===== config.mk =====
export PLATFORM = sky130hd
export DESIGN_NAME = regbank_axil
export DESIGN_NICKNAME = d
export VERILOG_FILES = /design/src/rtl/regbank_pkg.sv /design/src/rtl/regbank_wr_ctrl.sv /design/src/rtl/regbank_rd_ctrl.sv /design/src/rtl/regbank_ctl_store.sv /design/src/rtl/regbank_rd_mux.sv /design/src/rtl/regbank_axil.sv
export SDC_FILE = /design/constraint.sdc
export NUM_CORES = 2
export LEC_CHECK = 0
export BUFFER_PORTS_ARGS = -buffer_cell sky130_fd_sc_hd__buf_2
export CAP_MARGIN = 20
export CORE_AREA = 2 2 439 441
export CTS_BUF_LIST = sky130_fd_sc_hd__clkbuf_2 sky130_fd_sc_hd__clkbuf_4 sky130_fd_sc_hd__clkbuf_8
export DETAILED_ROUTE_END_ITERATION = 6
export DIE_AREA = 0 0 441 443
export HOLD_SLACK_MARGIN = 0.03
export PLACE_DENSITY = 0.4
export SETUP_SLACK_MARGIN = 0.2
export SKIP_CTS_REPAIR_TIMING = 1
export SLEW_MARGIN = 30
export SYNTH_ARGS = -nofsm -noshare
export SYNTH_HDL_FRONTEND = slang
export SYNTH_HIERARCHICAL = 1
export SYNTH_SLANG_ARGS = --single-unit

===== constraint.sdc =====
create_clock -name clk -period 4.85 [get_ports clk]
set_input_delay 0.2425 -clock clk [delete_from_list [all_inputs] [get_ports clk]]
set_output_delay 0.2425 -clock clk [all_outputs]
set_load 0.02 [all_outputs]

===== src/rtl/regbank_pkg.sv =====
package regbank_pkg;

    typedef enum logic [1:0] {
        WR_IDLE,
        WR_GOT_ADDR,
        WR_GOT_DATA,
        WR_RESP
    } wr_state_t;

    typedef enum logic {
        RD_IDLE,
        RD_HOLD
    } rd_state_t;

    localparam logic [1:0] RESP_OKAY = 2'b00;

endpackage


===== src/rtl/regbank_wr_ctrl.sv =====
module regbank_wr_ctrl
    import regbank_pkg::*;
#(
    parameter int ADDR_W = 7,
    parameter int DATA_W = 32,
    parameter int IDX_W  = 5,
    parameter int STRB_W = 4
) (
    input  logic              clk,
    input  logic              rst_n,
    input  logic [ADDR_W-1:0] awaddr,
    input  logic              awvalid,
    output logic              awready,
    input  logic [DATA_W-1:0] wdata,
    input  logic [STRB_W-1:0] wstrb,
    input  logic              wvalid,
    output logic              wready,
    output logic [1:0]        bresp,
    output logic              bvalid,
    input  logic              bready,
    output logic              commit,
    output logic [IDX_W-1:0]  commit_idx,
    output logic [DATA_W-1:0] commit_data,
    output logic [STRB_W-1:0] commit_strb
);

    wr_state_t         state_q;
    wr_state_t         state_d;
    logic              aw_hs;
    logic              w_hs;
    logic [IDX_W-1:0]  addr_q;
    logic [DATA_W-1:0] data_q;
    logic [STRB_W-1:0] strb_q;
    logic              unused_lo;

    assign unused_lo = ^awaddr[1:0];
    assign aw_hs     = awvalid && awready;
    assign w_hs      = wvalid && wready;

    always_ff @(posedge clk) begin
        if (!rst_n) begin
            state_q <= WR_IDLE;
        end else begin
            state_q <= state_d;
        end
    end

    always_comb begin
        state_d = state_q;
        unique case (state_q)
            WR_IDLE: begin
                if (aw_hs && w_hs)  state_d = WR_RESP;
                else if (aw_hs)     state_d = WR_GOT_ADDR;
                else if (w_hs)      state_d = WR_GOT_DATA;
            end
            WR_GOT_ADDR: if (w_hs)   state_d = WR_RESP;
            WR_GOT_DATA: if (aw_hs)  state_d = WR_RESP;
            WR_RESP:     if (bready) state_d = WR_IDLE;
            default:                 state_d = WR_IDLE;
        endcase
    end

    always_comb begin
        awready = 1'b0;
        wready  = 1'b0;
        bvalid  = 1'b0;
        unique case (state_q)
            WR_IDLE: begin
                awready = 1'b1;
                wready  = 1'b1;
            end
            WR_GOT_ADDR: wready  = 1'b1;
            WR_GOT_DATA: awready = 1'b1;
            WR_RESP:     bvalid  = 1'b1;
            default: begin
                awready = 1'b0;
            end
        endcase
    end

    assign bresp = RESP_OKAY;

    always_ff @(posedge clk) begin
        if (!rst_n) begin
            addr_q <= '0;
            data_q <= '0;
            strb_q <= '0;
        end else begin
            if (aw_hs) addr_q <= awaddr[ADDR_W-1:2];
            if (w_hs) begin
                data_q <= wdata;
                strb_q <= wstrb;
            end
        end
    end

    assign commit      = (state_d == WR_RESP) && (state_q != WR_RESP);
    assign commit_idx  = aw_hs ? awaddr[ADDR_W-1:2] : addr_q;
    assign commit_data = w_hs ? wdata : data_q;
    assign commit_strb = w_hs ? wstrb : strb_q;


    bvalid_hold_chk: assert property (@(posedge clk) disable iff (!rst_n)
        bvalid && !bready |=> bvalid);

    no_accept_in_resp_chk: assert property (@(posedge clk) disable iff (!rst_n)
        bvalid |-> !awready && !wready);

    commit_then_resp_chk: assert property (@(posedge clk) disable iff (!rst_n)
        commit |=> bvalid);

endmodule


===== src/rtl/regbank_rd_ctrl.sv =====
module regbank_rd_ctrl
    import regbank_pkg::*;
#(
    parameter int ADDR_W = 7,
    parameter int DATA_W = 32,
    parameter int IDX_W  = 5
) (
    input  logic              clk,
    input  logic              rst_n,
    input  logic [ADDR_W-1:0] araddr,
    input  logic              arvalid,
    output logic              arready,
    output logic [DATA_W-1:0] rdata,
    output logic [1:0]        rresp,
    output logic              rvalid,
    input  logic              rready,
    output logic [IDX_W-1:0]  rd_idx,
    input  logic [DATA_W-1:0] rd_word
);

    rd_state_t         state_q;
    rd_state_t         state_d;
    logic              ar_hs;
    logic [DATA_W-1:0] rdata_q;
    logic              unused_lo;

    assign unused_lo = ^araddr[1:0];
    assign ar_hs     = arvalid && arready;
    assign rd_idx    = araddr[ADDR_W-1:2];

    always_ff @(posedge clk) begin
        if (!rst_n) begin
            state_q <= RD_IDLE;
        end else begin
            state_q <= state_d;
        end
    end

    always_comb begin
        state_d = state_q;
        unique case (state_q)
            RD_IDLE: if (ar_hs)  state_d = RD_HOLD;
            RD_HOLD: if (rready) state_d = RD_IDLE;
            default:             state_d = RD_IDLE;
        endcase
    end

    always_comb begin
        arready = 1'b0;
        rvalid  = 1'b0;
        unique case (state_q)
            RD_IDLE: arready = 1'b1;
            RD_HOLD: rvalid  = 1'b1;
            default: arready = 1'b0;
        endcase
    end

    always_ff @(posedge clk) begin
        if (!rst_n) begin
            rdata_q <= '0;
        end else if (ar_hs) begin
            rdata_q <= rd_word;
        end
    end

    assign rdata = rdata_q;
    assign rresp = RESP_OKAY;


    rvalid_hold_chk: assert property (@(posedge clk) disable iff (!rst_n)
        rvalid && !rready |=> rvalid && $stable(rdata));

    no_ar_in_hold_chk: assert property (@(posedge clk) disable iff (!rst_n)
        rvalid |-> !arready);

endmodule


===== src/rtl/regbank_ctl_store.sv =====
module regbank_ctl_store #(
    parameter int N_STAT = 8,
    parameter int N_CTL  = 24,
    parameter int DATA_W = 32,
    parameter int IDX_W  = 5,
    parameter int STRB_W = 4
) (
    input  logic                    clk,
    input  logic                    rst_n,
    input  logic                    commit,
    input  logic [IDX_W-1:0]        commit_idx,
    input  logic [DATA_W-1:0]       commit_data,
    input  logic [STRB_W-1:0]       commit_strb,
    output logic [N_CTL*DATA_W-1:0] ctl_flat
);

    for (genvar g = 0; g < N_CTL; g++) begin : g_reg
        logic hit;
        assign hit = commit && (commit_idx == IDX_W'(N_STAT + g));
        for (genvar b = 0; b < STRB_W; b++) begin : g_lane
            always_ff @(posedge clk) begin
                if (!rst_n) begin
                    ctl_flat[g*DATA_W + b*8 +: 8] <= '0;
                end else if (hit && commit_strb[b]) begin
                    ctl_flat[g*DATA_W + b*8 +: 8] <= commit_data[b*8 +: 8];
                end
            end
        end
    end


    ro_write_inert_chk: assert property (@(posedge clk) disable iff (!rst_n)
        commit && (commit_idx < IDX_W'(N_STAT)) |=> $stable(ctl_flat));

    zero_strobe_inert_chk: assert property (@(posedge clk) disable iff (!rst_n)
        commit && (commit_strb == '0) |=> $stable(ctl_flat));

endmodule


===== src/rtl/regbank_rd_mux.sv =====
module regbank_rd_mux #(
    parameter int N_STAT = 8,
    parameter int DATA_W = 32,
    parameter int IDX_W  = 5
) (
    input  logic [IDX_W-1:0]         rd_idx,
    input  logic [N_STAT*DATA_W-1:0] stat_flat,
    output logic [DATA_W-1:0]        rd_word
);

    always_comb begin
        rd_word = '0;
        for (int k = 0; k < N_STAT; k++) begin
            if (rd_idx == IDX_W'(k)) begin
                rd_word = stat_flat[k*DATA_W +: DATA_W];
            end
        end
    end

endmodule


===== src/rtl/regbank_axil.sv =====
module regbank_axil #(
    parameter int ADDR_W = 7,
    parameter int DATA_W = 32,
    parameter int N_STAT = 8,
    parameter int N_CTL  = 24
) (
    input  logic                     clk,
    input  logic                     rst_n,
    input  logic [ADDR_W-1:0]        awaddr,
    input  logic                     awvalid,
    output logic                     awready,
    input  logic [DATA_W-1:0]        wdata,
    input  logic [DATA_W/8-1:0]      wstrb,
    input  logic                     wvalid,
    output logic                     wready,
    output logic [1:0]               bresp,
    output logic                     bvalid,
    input  logic                     bready,
    input  logic [ADDR_W-1:0]        araddr,
    input  logic                     arvalid,
    output logic                     arready,
    output logic [DATA_W-1:0]        rdata,
    output logic [1:0]               rresp,
    output logic                     rvalid,
    input  logic                     rready,
    input  logic [N_STAT*DATA_W-1:0] stat_in,
    output logic [N_CTL*DATA_W-1:0]  ctl_out
);

    localparam int IDX_W  = ADDR_W - 2;
    localparam int STRB_W = DATA_W / 8;

    logic              commit;
    logic [IDX_W-1:0]  commit_idx;
    logic [DATA_W-1:0] commit_data;
    logic [STRB_W-1:0] commit_strb;
    logic [IDX_W-1:0]  rd_idx;
    logic [DATA_W-1:0] rd_word;

    regbank_wr_ctrl #(
        .ADDR_W(ADDR_W), .DATA_W(DATA_W), .IDX_W(IDX_W), .STRB_W(STRB_W)
    ) u_wr (
        .clk(clk), .rst_n(rst_n),
        .awaddr(awaddr), .awvalid(awvalid), .awready(awready),
        .wdata(wdata), .wstrb(wstrb), .wvalid(wvalid), .wready(wready),
        .bresp(bresp), .bvalid(bvalid), .bready(bready),
        .commit(commit), .commit_idx(commit_idx),
        .commit_data(commit_data), .commit_strb(commit_strb)
    );

    regbank_ctl_store #(
        .N_STAT(N_STAT), .N_CTL(N_CTL), .DATA_W(DATA_W),
        .IDX_W(IDX_W), .STRB_W(STRB_W)
    ) u_store (
        .clk(clk), .rst_n(rst_n),
        .commit(commit), .commit_idx(commit_idx),
        .commit_data(commit_data), .commit_strb(commit_strb),
        .ctl_flat(ctl_out)
    );

    regbank_rd_mux #(
        .N_STAT(N_STAT), .DATA_W(DATA_W), .IDX_W(IDX_W)
    ) u_mux (
        .rd_idx(rd_idx), .stat_flat(stat_in), .rd_word(rd_word)
    );

    regbank_rd_ctrl #(
        .ADDR_W(ADDR_W), .DATA_W(DATA_W), .IDX_W(IDX_W)
    ) u_rd (
        .clk(clk), .rst_n(rst_n),
        .araddr(araddr), .arvalid(arvalid), .arready(arready),
        .rdata(rdata), .rresp(rresp), .rvalid(rvalid), .rready(rready),
        .rd_idx(rd_idx), .rd_word(rd_word)
    );


    chan_indep_chk: assert property (@(posedge clk) disable iff (!rst_n)
        bvalid && rvalid && !bready && !rready |=> bvalid && rvalid);

endmodule


After elaboration in Yosys (flattened, before gate mapping)
Cells that the tools add are included.
{"block": "totals", "regBits": 844, "in_bits": 313, "out_inout_bits": 809, "elab_cells": 294}
{"block": "op_classes", "eq_ne": 36, "muxes": 26, "bitwise_logic": 1, "n_reduce_logical": 129}
{"op": "$mux W32", "n": 9}
{"op": "$logic_and A1 B1 Y1", "n": 125}
{"op": "$eq A5 B5 Y1 const B", "n": 16}
{"op": "$eq A5 B4 Y1 const B", "n": 8}
{"op": "$eq A5 B3 Y1 const B", "n": 4}
{"op": "$mux W2", "n": 6}
{"op": "$eq A5 B2 Y1 const B", "n": 2}
{"op": "$pmux W2 S4", "n": 1}
{"op": "$mux W1", "n": 7}
{"op": "$eq A2 B2 Y1 const B", "n": 3}
{"op": "$eq A5 B1 Y1 const B", "n": 1}
{"op": "$logic_not A5 Y1", "n": 1}
{"op": "$mux W5", "n": 1}
{"op": "$mux W4", "n": 1}
{"op": "$reduce_or A2 Y1", "n": 2}
{"op": "$eq A2 B1 Y1 const B", "n": 1}
{"op": "$logic_not A2 Y1", "n": 1}
{"op": "$ne A2 B2 Y1 const B", "n": 1}
{"op": "$pmux W1 S2", "n": 1}
{"op": "$not A1 Y1", "n": 1}

Depth between registers and ports, before layout
{"block": "depth", "depth_word": 12, "depth_mapped": 9, "mapped_depth_nobuf": 6}

Hierarchy
Netlist, hierarchy kept.
{"module": "regbank_ctl_store", "n_inst": 1, "cells_each": 2633, "area_per_inst_um2": 28626.2, "seq_area_each_um2": 15374.7}
{"module": "regbank_rd_mux", "n_inst": 1, "cells_each": 354, "area_per_inst_um2": 2683.8, "seq_area_each_um2": 0.0}
{"module": "regbank_wr_ctrl", "n_inst": 1, "cells_each": 241, "area_per_inst_um2": 2374.8, "seq_area_each_um2": 860.8}
{"module": "regbank_rd_ctrl", "n_inst": 1, "cells_each": 152, "area_per_inst_um2": 1408.9, "seq_area_each_um2": 660.6}

Worst setup path after synthesis
Ideal clock, no wire load.
{"block": "synth_path", "path_type": "register to register", "start": "reg u_wr.state_q[0]", "end": "reg u_store.ctl_flat[0]", "setup_ps": 132, "arrival_time_ps": 1964, "required_ps": 4718, "setup_slack_ps": 2754, "stages_incl_launch_ff": 8, "path_buffers": 2, "synth_period_minus_slack_ps": 2096, "cell_sequence": "dfxtp_1 > nand2b_1 > mux2_2 > buf_4 > buf_8 > nor3b_4 > nand2_2 > mux2i_1"}
{"block": "synth_between", "elab_cells_between_ends": 27, "cone_classes": "eq/ne (6); mux (12); reduce/logical (9)"}
{"item": "from (decl)", "line": "regbank_wr_ctrl.sv:27", "text": "wr_state_t state_q;"}
{"item": "from (signal assigned)", "line": "regbank_wr_ctrl.sv:44", "text": "state_q <= state_d;"}
{"item": "$eq A2 B2 Y1 or $logic_not A2 Y1 (tied branches)", "line": "regbank_wr_ctrl.sv:67", "text": "unique case (state_q)"}
{"item": "$reduce_or A2 Y1 (no source line) *"}
{"item": "$mux W1 *", "line": "regbank_wr_ctrl.sv:67"}
{"item": "$logic_and A1 B1 Y1 *", "line": "regbank_wr_ctrl.sv:37", "text": "assign aw_hs = awvalid && awready;"}
{"item": "$mux W5 *", "line": "regbank_wr_ctrl.sv:98", "text": "assign commit_idx = aw_hs ? awaddr[ADDR_W-1:2] : addr_q;"}
{"item": "via commit_idx[1]", "line": "regbank_axil.sv:34", "text": "logic [IDX_W-1:0] commit_idx;"}
{"item": "$eq A5 B4 Y1 *", "line": "regbank_ctl_store.sv:19", "text": "assign hit = commit && (commit_idx == IDX_W'(N_STAT + g));"}
{"item": "$logic_and A1 B1 Y1 *", "line": "regbank_ctl_store.sv:19"}
{"item": "$logic_and A1 B1 Y1 *", "line": "regbank_ctl_store.sv:24", "text": "end else if (hit && commit_strb[b]) begin"}
{"item": "to (signal, indexed assignment)", "line": "regbank_ctl_store.sv:25", "text": "ctl_flat[g*DATA_W + b*8 +: 8] <= commit_data[b*8 +: 8];"}
{"item": "to (decl)", "line": "regbank_ctl_store.sv:14", "text": "output logic [N_CTL*DATA_W-1:0] ctl_flat"}
Mark *: on every way through the listed nets, which the timed path passes. The rest lies on a longest branch.
A chain may end at the register's enable or synchronous reset.

Worst setup path after layout
{"block": "layout_path", "start": "reg u_wr.state_q[0]", "end": "reg u_store.ctl_flat[498]"}
{"block": "layout_between", "elab_cells_between_ends": 27, "cone_classes": "eq/ne (6); mux (12); reduce/logical (9)"}
{"item": "$eq A2 B2 Y1 or $logic_not A2 Y1 (tied branches)", "line": "regbank_wr_ctrl.sv:67"}
{"item": "$reduce_or A2 Y1 (no source line) *"}
{"item": "$mux W1 *", "line": "regbank_wr_ctrl.sv:67"}
{"item": "$logic_and A1 B1 Y1 *", "line": "regbank_wr_ctrl.sv:37"}
{"item": "$mux W5 *", "line": "regbank_wr_ctrl.sv:98"}
{"item": "via commit_idx[1]", "line": "regbank_axil.sv:34"}
{"item": "$eq A5 B5 Y1 *", "line": "regbank_ctl_store.sv:19"}
{"item": "$logic_and A1 B1 Y1 *", "line": "regbank_ctl_store.sv:19"}
{"item": "$logic_and A1 B1 Y1 *", "line": "regbank_ctl_store.sv:24"}
Marks and branches as above.

==> impl_metrics.toml <==
[floorplanning]
die_h_um = 443
io_pins = 1122
core_um2 = 191200
rows = 161
dieArea_um2 = 195400
initial_utilization_pct = 18.36
fp.dieW_um = 441

[sta]
tightestPinTransition_ns = 1.029
worst_slack_ns = 1.686
relSlewSlack_pct = 31.37
skew_ns = 0.03963
rsz0062_at_grt = "no"
final_max_slew_viol_count = 0
fmax_mhz = 316.0
finalCriticalPeriod_ns = 3.164
setup_viol = 0
period_share_pct = 65.24
final.setup.tns_ns = 0
hold_viol = 0

[placed_design]
hpwl_mm = 125.6
dpl-instance-area_um2 = 43150
portBuffers = 1113
placed_cells_incl_taps = 6815
pre_cts_slack_ns = 1.585
place_congestion = 0.8614

[clocking]
h-tree-depth = 4
clockBufferDepth = 3
clk_latency_ns = 0.94
numCtsBuffers = 163
cts.sinks = 844
clock-root-buffer = "clkbuf_8"
clk_pin_slew_ns = 0.06
cts_tree = "built"

[pwr]
peakVddDrop_mv = 0.1926
p_per_area_nw_per_um2 = 334.2
leakage_nw = 22.97

[route]
vias_per_cell = 4.069
ant_nets = 0
via_count = 29700
wl_mm = 173.7
routedWlPerCell_um = 23.79
dr.pass1.iters = 5
drcViolationCount = 0
drtIter0Drc = 1552

[synth]
yosys-top-cells-area = "dfxtp_1 48%, mux2i_1 27%, nand2_1 10%"
synth_top_area_cell = "dfxtp_1"
yosys.cell_count.top_type = "nand2_1"
syn_area_per_cell_um2 = 10.38
netlist_instances = 3380
ys_seq_elements = 844
netlist_area_um2 = 35090
synth_top_cell_area_share_pct = 48.15
synthTopCellsByCount = "946 x nand2_1, 932 x mux2i_1, 844 x dfxtp_1, 149 x clkbuf_1, 61 x a21oi_1"
synth_cell_type_count = 51
ys_warn_count = 6
synth-edff-count = 0
async_reset_ff_share_pct = 0
synthFlopType = "dfxtp_1"
yosysSeqAreaShare_pct = 48.15

[layout]
nFillCells = 20700
drive_gt1_share_pct = 34.64
syn_to_final_growth_pct = 38.12
final_cells = 7299
fin_area_um2 = 48470
final_util_pct = 25.36
fin_nets = 4942

[setup_path]
crit_type = "flop to flop"
worstPathArrival_ns = 3.99
end_kind = "flop"
crit_required_ns = 5.68
critPathLaunchType = "flop"
r2r_cells = 5
crit_fanout = 16

[global_route]
grt_pass1_vias = 28550
track_usage_pct = 16.95
grt_max_degree = 197
grt_remaining_overflow = 0
grt_antenna_before_repair = 44
grt_pass1_wl_mm = 231.5

[min_path]
whs_path_depth = 6
min_path_type = "input port to flop"

[run_status]
status = "complete, no violations"

[job]
cap_violations = 0
-- logic make-up after synthesis --
logic type             synth area share, %
buffers and inverters                3.893
AOI/OAI and AO/OA                    3.704
DFF                                  48.15
other                              0.02140
and+or+nand+nor                      15.69
muxes                                28.54
-- layer usage --
layer | global-route usage, % | share of wire, % | wire length, um
met1 | 20.86 | 43 | 74900
met2 | 27.16 | 47 | 81440
met4 | 6.485 | 2.6 | 4503
met5 | 0 | 0.045 | 79
met3 | 5.618 | 7.3 | 12750
-- placed cells by master, fill, tap and decap left out, types with 26 or more instances in the layout --
master and n:
a21oi_1 61, nand2_2 32, nand2_1 922, o21ai_1 43, clkbuf_4 62, buf_4 43, o22ai_1 26, a22o_1 27
mux2_4 30, dfxtp_1 844, dlygate4sd3_1 175, buf_2 1110, nor2_8 60, mux2i_1 932, clkbuf_8 194
-- registers in the layout (all words and copies together), names as in the netlist --
register,flops
u_wr/addr_q,5
u_store/ctl_flat,768
u_wr/strb_q,4
u_wr/data_q,32
u_rd/state_q,1
u_wr/state_q,2
u_rd/rdata,32
-- per-stage QoR --
step / hold slack (ns) / total power, mW
detailed placement: 0.4397 / 8.420
floorplan: 0.3320 / 7.860
CTS: -0.6714 / 16.41
global route: 0.003519 / 16.90
global placement: 0.4377 / 8.405
finish: 0.09511 / 16.20
-- where the power goes --
part	internal, mW	leakage [nW]	switching, mW
logic	0.479	14.3	0.913
clock network	4.39	1.86	3.41
registers	6.98	6.80	0.0224
-- critical path, cell delays in order, from the launching register on --
cell,delay (ns)
dfxtp_1,0.40
nand2b_1,0.30
mux2_2,0.66
nand3_2,0.61
nor2_2,0.78
mux2i_1,0.26
-- path summary, 6_finish.rpt --
check                                           from               endpoint  slack [ns]
worst max register to register       u_wr/state_q[0]  u_store/ctl_flat[498]        1.69
worst max-delay path                 u_wr/state_q[0]  u_store/ctl_flat[498]        1.69
worst min-delay path                    stat_in[191]         u_rd/rdata[31]         0.1
worst min register to register  u_store/ctl_flat[97]   u_store/ctl_flat[97]        0.45
-- layout make-up --
cell class	count	area, um2	area share, %
Tap cell	2526	3161	6.520
Multi-Input combinational cell	2280	17050	35.17
Clock inverter	29	374.1	0.7718
Timing Repair Buffer	1336	7784	16.06
Sequential cell	844	16900	34.86
Inverter	4	15.01	0.03098
Antenna cell	24	60.06	0.1239
Clock buffer	256	3136	6.469
(Power assumes the default switching activity.)
